==> src/rtl/cfgbank_pkg.sv <==
package cfgbank_pkg;

    typedef enum logic [2:0] {
        PH_IDLE,
        PH_RX,
        PH_ACK,
        PH_TX,
        PH_MACK
    } phase_e;

    typedef enum logic [1:0] {
        RX_DEV,
        RX_PTR,
        RX_DATA
    } rxkind_e;

    localparam int unsigned BYTE_W = 8;
    localparam int unsigned ADDR7_W = 7;

endpackage

==> src/rtl/i2c_pin_sync.sv <==
module i2c_pin_sync #(
    parameter int unsigned SYNC_STAGES = 2
) (
    input  logic clk,
    input  logic rst_n,
    input  logic scl_i,
    input  logic sda_i,
    output logic sda_o,
    output logic scl_rise_o,
    output logic scl_fall_o,
    output logic start_o,
    output logic stop_o
);
    localparam int unsigned TOP = SYNC_STAGES - 1;

    typedef struct packed {
        logic [SYNC_STAGES-1:0] scl_pipe;
        logic [SYNC_STAGES-1:0] sda_pipe;
        logic                   scl_last;
        logic                   sda_last;
    } sync_t;

    sync_t q, d;

    always_comb begin
        d          = q;
        d.scl_pipe = {q.scl_pipe[TOP-1:0], scl_i};
        d.sda_pipe = {q.sda_pipe[TOP-1:0], sda_i};
        d.scl_last = q.scl_pipe[TOP];
        d.sda_last = q.sda_pipe[TOP];
    end

    always_ff @(posedge clk or negedge rst_n) begin
        if (!rst_n) q <= '1;
        else        q <= d;
    end

    logic scl_now;
    assign scl_now    = q.scl_pipe[TOP];
    assign sda_o      = q.sda_pipe[TOP];
    assign scl_rise_o = scl_now & ~q.scl_last;
    assign scl_fall_o = ~scl_now & q.scl_last;
    assign start_o    = scl_now & q.scl_last & q.sda_last & ~sda_o;
    assign stop_o     = scl_now & q.scl_last & ~q.sda_last & sda_o;

endmodule

==> src/rtl/i2c_slave_fsm.sv <==
module i2c_slave_fsm
    import cfgbank_pkg::*;
#(
    parameter int unsigned PTR_W      = 3,
    parameter logic [4:0]  DEV_PREFIX = 5'b10110
) (
    input  logic             clk,
    input  logic             rst_n,
    input  logic             sda_i,
    input  logic             scl_rise_i,
    input  logic             scl_fall_i,
    input  logic             start_i,
    input  logic             stop_i,
    input  logic [1:0]       strap_i,
    input  logic [7:0]       rd_data_i,
    output logic [PTR_W-1:0] rd_addr_o,
    output logic             we_o,
    output logic [PTR_W-1:0] wr_addr_o,
    output logic [7:0]       wr_data_o,
    output logic             sda_oe_o
);
    localparam logic [3:0] LAST_BIT = 4'd7;
    localparam logic [3:0] FULL_CNT = 4'd8;

    typedef struct packed {
        phase_e            ph;
        rxkind_e           kind;
        logic [3:0]        cnt;
        logic [7:0]        sh;
        logic [PTR_W-1:0]  ptr;
        logic              rd;
        logic              mack;
        logic              oe;
    } eng_t;

    eng_t q, d;
    logic [ADDR7_W-1:0] my_addr;
    assign my_addr = {DEV_PREFIX, strap_i};

    always_comb begin
        d         = q;
        we_o      = 1'b0;
        wr_addr_o = q.ptr;
        wr_data_o = q.sh;
        if (stop_i) begin
            d.ph  = PH_IDLE;
            d.oe  = 1'b0;
            d.cnt = '0;
        end else if (start_i) begin
            d.ph   = PH_RX;
            d.kind = RX_DEV;
            d.cnt  = '0;
            d.oe   = 1'b0;
        end else begin
            unique case (q.ph)
                PH_RX: begin
                    if (scl_rise_i && q.cnt != FULL_CNT) begin
                        d.sh  = {q.sh[6:0], sda_i};
                        d.cnt = q.cnt + 4'd1;
                    end else if (scl_fall_i && q.cnt == FULL_CNT) begin
                        d.cnt = '0;
                        unique case (q.kind)
                            RX_DEV: begin
                                if (q.sh[7:1] == my_addr) begin
                                    d.ph   = PH_ACK;
                                    d.oe   = 1'b1;
                                    d.rd   = q.sh[0];
                                    d.kind = RX_PTR;
                                end else begin
                                    d.ph = PH_IDLE;
                                end
                            end
                            RX_PTR: begin
                                d.ptr  = q.sh[PTR_W-1:0];
                                d.ph   = PH_ACK;
                                d.oe   = 1'b1;
                                d.rd   = 1'b0;
                                d.kind = RX_DATA;
                            end
                            default: begin
                                we_o  = 1'b1;
                                d.ptr = q.ptr + PTR_W'(1);
                                d.ph  = PH_ACK;
                                d.oe  = 1'b1;
                                d.rd  = 1'b0;
                            end
                        endcase
                    end
                end
                PH_ACK: begin
                    if (scl_fall_i) begin
                        d.cnt = '0;
                        if (q.rd) begin
                            d.ph  = PH_TX;
                            d.sh  = rd_data_i;
                            d.ptr = q.ptr + PTR_W'(1);
                            d.oe  = ~rd_data_i[7];
                        end else begin
                            d.ph = PH_RX;
                            d.oe = 1'b0;
                        end
                    end
                end
                PH_TX: begin
                    if (scl_fall_i) begin
                        if (q.cnt == LAST_BIT) begin
                            d.ph = PH_MACK;
                            d.oe = 1'b0;
                        end else begin
                            d.sh  = {q.sh[6:0], 1'b0};
                            d.cnt = q.cnt + 4'd1;
                            d.oe  = ~q.sh[6];
                        end
                    end
                end
                PH_MACK: begin
                    if (scl_rise_i) begin
                        d.mack = ~sda_i;
                    end else if (scl_fall_i) begin
                        d.cnt = '0;
                        if (q.mack) begin
                            d.ph  = PH_TX;
                            d.sh  = rd_data_i;
                            d.ptr = q.ptr + PTR_W'(1);
                            d.oe  = ~rd_data_i[7];
                        end else begin
                            d.ph = PH_IDLE;
                        end
                    end
                end
                default: begin
                    d.oe = 1'b0;
                end
            endcase
        end
    end

    always_ff @(posedge clk or negedge rst_n) begin
        if (!rst_n) begin
            q      <= '0;
            q.ph   <= PH_IDLE;
            q.kind <= RX_DEV;
        end else begin
            q <= d;
        end
    end

    assign rd_addr_o = q.ptr;
    assign sda_oe_o  = q.oe;

    assert_oe_phase_R10: assert property (@(posedge clk) disable iff (!rst_n)
        sda_oe_o |-> (q.ph == PH_ACK || q.ph == PH_TX));

    assert_stop_release_R9: assert property (@(posedge clk) disable iff (!rst_n)
        stop_i |=> (!sda_oe_o && q.ph == PH_IDLE));

    assert_start_keeps_ptr_R6: assert property (@(posedge clk) disable iff (!rst_n)
        (start_i && !stop_i) |=> ($stable(q.ptr) && q.ph == PH_RX));

    assert_ptr_wrap_R4: assert property (@(posedge clk) disable iff (!rst_n)
        (we_o && q.ptr == '1) |=> (q.ptr == '0));

    assert_ack_with_commit_R5: assert property (@(posedge clk) disable iff (!rst_n)
        we_o |=> sda_oe_o);

endmodule

==> src/rtl/cfg_reg_bank.sv <==
module cfg_reg_bank #(
    parameter int unsigned NREG  = 8,
    parameter int unsigned PTR_W = 3
) (
    input  logic              clk,
    input  logic              rst_n,
    input  logic              we_i,
    input  logic [PTR_W-1:0]  wr_addr_i,
    input  logic [7:0]        wr_data_i,
    input  logic [PTR_W-1:0]  rd_addr_i,
    output logic [7:0]        rd_data_o,
    output logic [NREG*8-1:0] cfg_o,
    output logic [NREG-1:0]   upd_o
);
    typedef struct packed {
        logic [NREG-1:0][7:0] regs;
        logic [NREG-1:0]      upd;
    } bank_t;

    bank_t q, d;

    always_comb begin
        d     = q;
        d.upd = '0;
        for (int i = 0; i < NREG; i++) begin
            if (we_i && wr_addr_i == PTR_W'(i)) begin
                d.regs[i] = wr_data_i;
                d.upd[i]  = 1'b1;
            end
        end
    end

    always_ff @(posedge clk or negedge rst_n) begin
        if (!rst_n) q <= '0;
        else        q <= d;
    end

    generate
        for (genvar g = 0; g < NREG; g++) begin : g_flat
            assign cfg_o[g*8 +: 8] = q.regs[g];
        end
    endgenerate

    assign rd_data_o = q.regs[rd_addr_i];
    assign upd_o     = q.upd;

    assert_upd_onehot_R5: assert property (@(posedge clk) disable iff (!rst_n)
        $onehot0(upd_o));

    assert_upd_follows_we_R5: assert property (@(posedge clk) disable iff (!rst_n)
        (|upd_o) |-> $past(we_i));

    assert_hold_without_write_R8: assert property (@(posedge clk) disable iff (!rst_n)
        !we_i |=> $stable(cfg_o));

endmodule

==> src/rtl/cfgbank_i2c_slave.sv <==
module cfgbank_i2c_slave #(
    parameter int unsigned NUM_REGS    = 8,
    parameter int unsigned SYNC_STAGES = 2,
    parameter logic [4:0]  DEV_PREFIX  = 5'b10110
) (
    input  logic                  clk,
    input  logic                  rst_n,
    input  logic                  scl_i,
    input  logic                  sda_i,
    input  logic [1:0]            strap_i,
    output logic                  sda_oe_o,
    output logic [NUM_REGS*8-1:0] cfg_word_o,
    output logic [NUM_REGS-1:0]   byte_upd_o
);
    localparam int unsigned PTR_W = $clog2(NUM_REGS);

    logic             sda_s, scl_rise, scl_fall, start_det, stop_det;
    logic             we;
    logic [PTR_W-1:0] wr_addr, rd_addr;
    logic [7:0]       wr_data, rd_data;

    i2c_pin_sync #(.SYNC_STAGES(SYNC_STAGES)) u_sync (
        .clk        (clk),
        .rst_n      (rst_n),
        .scl_i      (scl_i),
        .sda_i      (sda_i),
        .sda_o      (sda_s),
        .scl_rise_o (scl_rise),
        .scl_fall_o (scl_fall),
        .start_o    (start_det),
        .stop_o     (stop_det)
    );

    i2c_slave_fsm #(.PTR_W(PTR_W), .DEV_PREFIX(DEV_PREFIX)) u_fsm (
        .clk        (clk),
        .rst_n      (rst_n),
        .sda_i      (sda_s),
        .scl_rise_i (scl_rise),
        .scl_fall_i (scl_fall),
        .start_i    (start_det),
        .stop_i     (stop_det),
        .strap_i    (strap_i),
        .rd_data_i  (rd_data),
        .rd_addr_o  (rd_addr),
        .we_o       (we),
        .wr_addr_o  (wr_addr),
        .wr_data_o  (wr_data),
        .sda_oe_o   (sda_oe_o)
    );

    cfg_reg_bank #(.NREG(NUM_REGS), .PTR_W(PTR_W)) u_bank (
        .clk       (clk),
        .rst_n     (rst_n),
        .we_i      (we),
        .wr_addr_i (wr_addr),
        .wr_data_i (wr_data),
        .rd_addr_i (rd_addr),
        .rd_data_o (rd_data),
        .cfg_o     (cfg_word_o),
        .upd_o     (byte_upd_o)
    );

endmodule

==> config.mk <==
export PLATFORM = sky130hd
export DESIGN_NAME = cfgbank_i2c_slave
export DESIGN_NICKNAME = d
export VERILOG_FILES = /design/src/rtl/cfgbank_pkg.sv /design/src/rtl/i2c_pin_sync.sv /design/src/rtl/i2c_slave_fsm.sv /design/src/rtl/cfg_reg_bank.sv /design/src/rtl/cfgbank_i2c_slave.sv
export SDC_FILE = /design/constraint.sdc
export NUM_CORES = 1
export LEC_CHECK = 0
export BUFFER_PORTS_ARGS = -buffer_cell sky130_fd_sc_hd__buf_2
export CAP_MARGIN = 0
export CORE_MARGIN = 3
export CORE_UTILIZATION = 54
export CTS_BUF_LIST = sky130_fd_sc_hd__clkbuf_16
export DETAILED_ROUTE_END_ITERATION = 12
export PLACE_DENSITY = 0.77
export RECOVER_POWER = 50
export SLEW_MARGIN = 20
export SYNTH_ARGS = -nofsm -noshare
export SYNTH_HDL_FRONTEND = slang
export SYNTH_SLANG_ARGS = --single-unit
==> constraint.sdc <==
create_clock -name clk -period 2.5 [get_ports clk]
set_clock_uncertainty 0.2 [all_clocks]
set_input_delay 0.375 -clock clk [delete_from_list [all_inputs] [get_ports clk]]
set_output_delay 0.375 -clock clk [all_outputs]
set_load 0.05 [all_outputs]
# After elaboration in Yosys (flattened, before gate mapping)
# Index checks and enable logic that the tools add are counted.
[op_classes]
magnitude_cmp = 1
n_eq_ne = 41
mux = 64
add_sub_neg = 2
reduce_logical = 27
bitwise = 16
[ops]
columns = ["operator", "n"]
rows = [
  ["case mux 12 bit (4 select lines)", 1],
  ["two-way mux 15 bit", 3],
  ["two-way mux 1 bit", 29],
  ["binary-select mux 8 bit (select 3 bit)", 1],
  ["two-way mux 12 bit", 2],
  ["inequality test 4 x 3 -> 1 bit, second input constant", 6],
  ["two-way mux 11 bit", 2],
  ["AND reduction 11 bit", 2],
  ["two-way mux 3 bit", 7],
  ["two-way mux 9 bit", 2],
  ["two-way mux 4 bit", 4],
  ["two-way mux 8 bit", 2],
  ["inequality test 2 x 1 -> 1 bit, second input constant", 8],
  ["inequality test 4 bit, second input constant", 4],
  ["AND reduction 8 bit", 2],
  ["== test 3 bit, second input constant", 5],
  ["== test 3 x 2 -> 1 bit, second input constant", 4],
  ["case mux 3 bit (4 select lines)", 1],
  ["AND reduction 6 bit", 2],
  ["logical AND 1 bit", 10],
  ["two-way mux 2 bit", 5],
  ["inequality test 2 bit, second input constant", 5],
  ["NOT 1 bit", 9],
  ["case mux 3 bit (3 select lines)", 1],
  ["25 further kinds", 34],
]
[totals]
inputBits = 6
wordCells = 172
out_inout_bits = 73
regBits = 101

# Longest topological paths before layout
[depth]
ltp_word = 10
ltp_mapped = 8
mapped_depth_nobuf = 7

# By module
# Synthesis repeated with hierarchy kept, for this count alone.
[unflattened]
hier_cells = 392
hier_area_um2 = 5168.7
[by_module_without_submodules]
columns = ["module", "instances", "cells_per_inst", "area_per_inst_um2"]
rows = [
  ["cfg_reg_bank", 1, 184, 3209.3],
  ["i2c_slave_fsm", 1, 198, 1769.2],
  ["i2c_pin_sync", 1, 10, 190.2],
]

# Worst setup path before layout
# OpenSTA, ideal clock, no wires.
[synth_timing]
path_type = "reg2reg"
start = "register u_fsm.q (netlist bit u_fsm.rd_addr_o[1])"
end = "register u_bank.q (netlist bit u_bank.cfg_o[0])"
n_path_buf = 3
stages_incl_launch_ff = 8
arrival_ns = 1.871
setup_time_ns = 0.125
period_less_slack_ns = 2.196
setup_slack_ns = 0.304
path_cell_list = "dfrtp_1 > clkbuf_1 > clkbuf_1 > inv_1 > ha_1 > and2_1 > buf_4 > mux2_2"
[synth_via]
elab_chain_cells = 2
[synth_lines]
columns = ["element", "line", "source"]
rows = [
  ["start, declared", "i2c_slave_fsm.sv:36", "eng_t q, d;"],
  ["zero test 3 bit", "cfg_reg_bank.sv:26", "if (we_i && wr_addr_i == PTR_W'(i)) begin"],
  ["logical AND 1 bit", "cfg_reg_bank.sv:26", ""],
  ["end signal, assigned", "cfg_reg_bank.sv:34", "if (!rst_n) q <= '0;"],
  ["end signal, assigned", "cfg_reg_bank.sv:35", "else q <= d;"],
  ["end, declared", "cfg_reg_bank.sv:20", "bank_t q, d;"],
]
# No other way between the ends.
# A chain may end at the register's enable or synchronous reset.

# Worst setup path in the final report
[layout_timing]
start = "register u_fsm.q[14] (netlist bit)"
end = "register u_bank.q (netlist bit u_bank.cfg_o[15])"
[layout_via]
elab_chain_cells = 8
elab_cells_between_ends = 10
[layout_lines]
columns = ["element", "line", "source"]
rows = [
  ["== test 4 bit", "i2c_slave_fsm.sv:60", "end else if (scl_fall_i && q.cnt == FULL_CNT) begin"],
  ["logical AND 1 bit", "i2c_slave_fsm.sv:60", ""],
  ["two-way mux 1 bit", "i2c_slave_fsm.sv:60", ""],
  ["two-way mux 1 bit *", "i2c_slave_fsm.sv:57", "if (scl_rise_i && q.cnt != FULL_CNT) begin"],
  ["two-way mux 1 bit *", "i2c_slave_fsm.sv:55", "unique case (q.ph)"],
  ["two-way mux 1 bit *", "i2c_slave_fsm.sv:49", "end else if (start_i) begin"],
  ["two-way mux 1 bit *", "i2c_slave_fsm.sv:45", "if (stop_i) begin"],
  ["logical AND 1 bit *", "cfg_reg_bank.sv:26", ""],
]
# Every way passes the cells marked *; elsewhere a longest branch is shown, timed or not.

==> metrics.txt <==
commonest non-fill, non-tap cell in the layout dfrtp_1; average wire per standard cell 20.7 µm; Worst-Skew Late Latency 0.35 ns; top cell type's share of synthesized area 0.491; status completed; vias 3529; share of layout cells above drive strength 1 0.340; htree depth 3; crit path capture type flip-flop; largest net degree at the start of global routing 51; cell count after placement 568; Sw Ratio 0.340; final period demand of the worst path 2.38 ns; pins over their slew limit 0; Tcrit/Tclk final 0.953; setup ws final 0.118 ns; internal power 2.84 mW; Place WS -0.0541 ns; Setup Buffers After CTS 0; TritonCTS Buffers 9; Finish-stage setup viols 0; vias in the first global route 3687; Syn Nets 395; leakage 2.97 nW; post-route ant nets 0; Top FF cell, synth dfrtp_1; Pwr Density 744 mW/mm²; Yosys warning total 0; Setup crit start kind flip-flop; Final #Nets 491; WP data required 2.54 ns; IO Pins 79; cell taking the most area after synthesis dfrtp_1; Final Non-Filler Cells 587; commonest non-fill, non-tap cells in the layout dfrtp_1 (95), buf_2 (48), mux2_2 (39), nand2_1 (29), clkbuf_1 (29); crit-path max FO 9; Power Total 4.31 mW; total grt overflow 0; Setup CP Type flip-flop to flip-flop; Clk pwr share 0.320; max_slew headroom 0.507; initial DRC count 219; GRT Overall Usage 0.253; # clock sinks 101; switching pwr 1.46 mW; synthesized flop and latch total 101; Port Buffers 78; clock root buffer master clkbuf_16; # rows 33; via/cell ratio 6.01; syn avg cell area 12.7 µm²; antenna violations before repair 0; clock buffer depth 2; Clock Pin Slew Worst Setup and Hold Paths 0.08 ns; number of flops mapped to enable cells by yosys 0; DIE WIDTH 101 µm; sequential power share 0.467; Fillers 628; register area share after synthesis 0.524; area grow syn2layout 19.6%; Starting Density 0.572; Die Ht 101 µm; Placer Congestion 0.833; core area 0.00846 mm²; Post-Synthesis Cells 381; Max Clock Freq 420 MHz; cell area after layout 0.00579 mm²; ranking of synthesized cells by area dfrtp_1 (49%), mux2_2 (9.1%), mux4_2 (7.4%); die area 0.0101 mm²; Residual DRC 0; Fin Hold WS 0.161 ns; dpl cell area 0.00549 mm²; hold crit path type flip-flop to flip-flop; MaxCap Viol Count 0; Pre-Repair DR Iteration Count 4; Peak supply drop 0.492 mV; clock tree from TritonCTS done; Async S/R FF share, synth 1.00; DRT Wirelength 12100 µm; Gate power share 0.213; Final Hold Vio Count 0; CP arrival 2.42 ns; first-pass GRT wire length 19600 µm; Detail Placement HPWL 8600 µm; Synth cell types 52; Post-Syn Area 0.00484 mm²; worst-margin pin slew 0.739 ns; number of diodes 0
-- flip-flops by register name (all words and copies together), names as in the netlist --
register         count
u_fsm.sda_oe_o       1
u_sync.sda_o         1
u_sync.q             2
u_bank.upd_o         8
u_sync.d             3
u_fsm.wr_data_o      8
u_fsm.q             11
u_bank.cfg_o        64
u_fsm.rd_addr_o      3
-- metrics by stage --
| step | utilization | TNS (ns) |
|---|---|---|
| global placement | 0.648 | 0 |
| finish | 0.684 | 0 |
| global route | 0.684 | -0.0124 |
| detailed placement | 0.648 | -0.334 |
| CTS | 0.687 | 0 |
| floorplan | - | 0 |
-- synthesized netlist by cell type, drive strengths merged, types with 3 or more instances --
master,count
o21ai,16
xor2,3
mux4,16
o211ai,4
a211oi,3
a21oi,15
nor2b,5
dfrtp,95
buf,9
ha,8
dfstp,6
and2,4
mux2,63
nor3,6
clkbuf,12
inv,15
and3b,3
nand2b,3
mux2i,4
a22o,4
and3,5
nand3,5
nand2,32
nor2,11
a221o,6
-- metal layers --
metal,part of all wire,track usage,vias to the layer above
li1,-,-,1573
met1,0.41,0.337,1806
met2,0.52,0.421,131
met3,0.058,0.0561,19
met4,0.017,0.0694,0
met5,0,0,-
-- kinds of logic (layout without fill, tap and decap cells) --
logic type	count (synthesis)	in the layout	synth area share
AND/OR/NAND/NOR	86	86	0.0993
flip-flops	101	101	0.524
adder cells (fa/ha/maj)	8	8	0.0207
multiplexers	83	83	0.229
buffers and inverters	37	138	0.0334
AO/OA/AOI/OAI	62	62	0.0861
XOR/XNOR	4	4	0.00724
-- path summary, 6_finish.rpt --
path                        startpoint                to  slack, ns  depth (start not counted)
setup / recovery           u_fsm.q[14]  u_bank.cfg_o[15]       0.12                          8
hold / removal             u_sync.d[5]       u_sync.d[1]       0.16                          0
setup reg to reg           u_fsm.q[14]  u_bank.cfg_o[15]       0.12                          8
hold reg to reg            u_sync.d[5]       u_sync.d[1]       0.16                          0
max in group asynchronous        rst_n  u_bank.cfg_o[19]       0.45                          3
min in group asynchronous        rst_n       u_fsm.q[20]       0.41                          2
-- power groups by stage --
| stage | Sequential (mW) | Combinational (mW) | Clock (mW) |
|---|---|---|---|
| after CTS | 2.00 | 0.911 | 1.40 |
| after global routing | 2.04 | 1.00 | 1.46 |
| after floorplan | 1.88 | 0.699 | 0 |
| after detailed placement | 2.03 | 0.906 | 0 |
| final | 2.01 | 0.918 | 1.38 |
| after global placement | 2.03 | 0.883 | 0 |
-- worst max-delay path, cell delays in order (launching register included) --
cell,delay [ns]
dfrtp_1,0.41
inv_1,0.10
ha_1,0.18
nand3b_1,0.23
nor3_4,0.29
and3_4,0.25
and2_4,0.16
buf_12,0.13
mux2_2,0.33
-- what timing repair did --
| action | in CTS | in global routing |
|---|---|---|
| endpoints found under the setup margin | 8 | 57 |
| hold buffers | 3 | 0 |
| endpoints found under the hold margin | 25 | 0 |
| gates resized for setup | 1 | 8 |
| pin swaps | 0 | 1 |
-- final cells by class --
class	count	area [µm²]	area share
multi-input combinational	243	2170	0.375
tap	105	131	0.0227
inverter	16	60.1	0.0104
timing repair buffer	106	594	0.103
sequential	101	2530	0.438
clock buffer	9	225	0.0389
clock inverter	7	68.8	0.0119
Note: power is estimated with default switching activity, not from simulation.
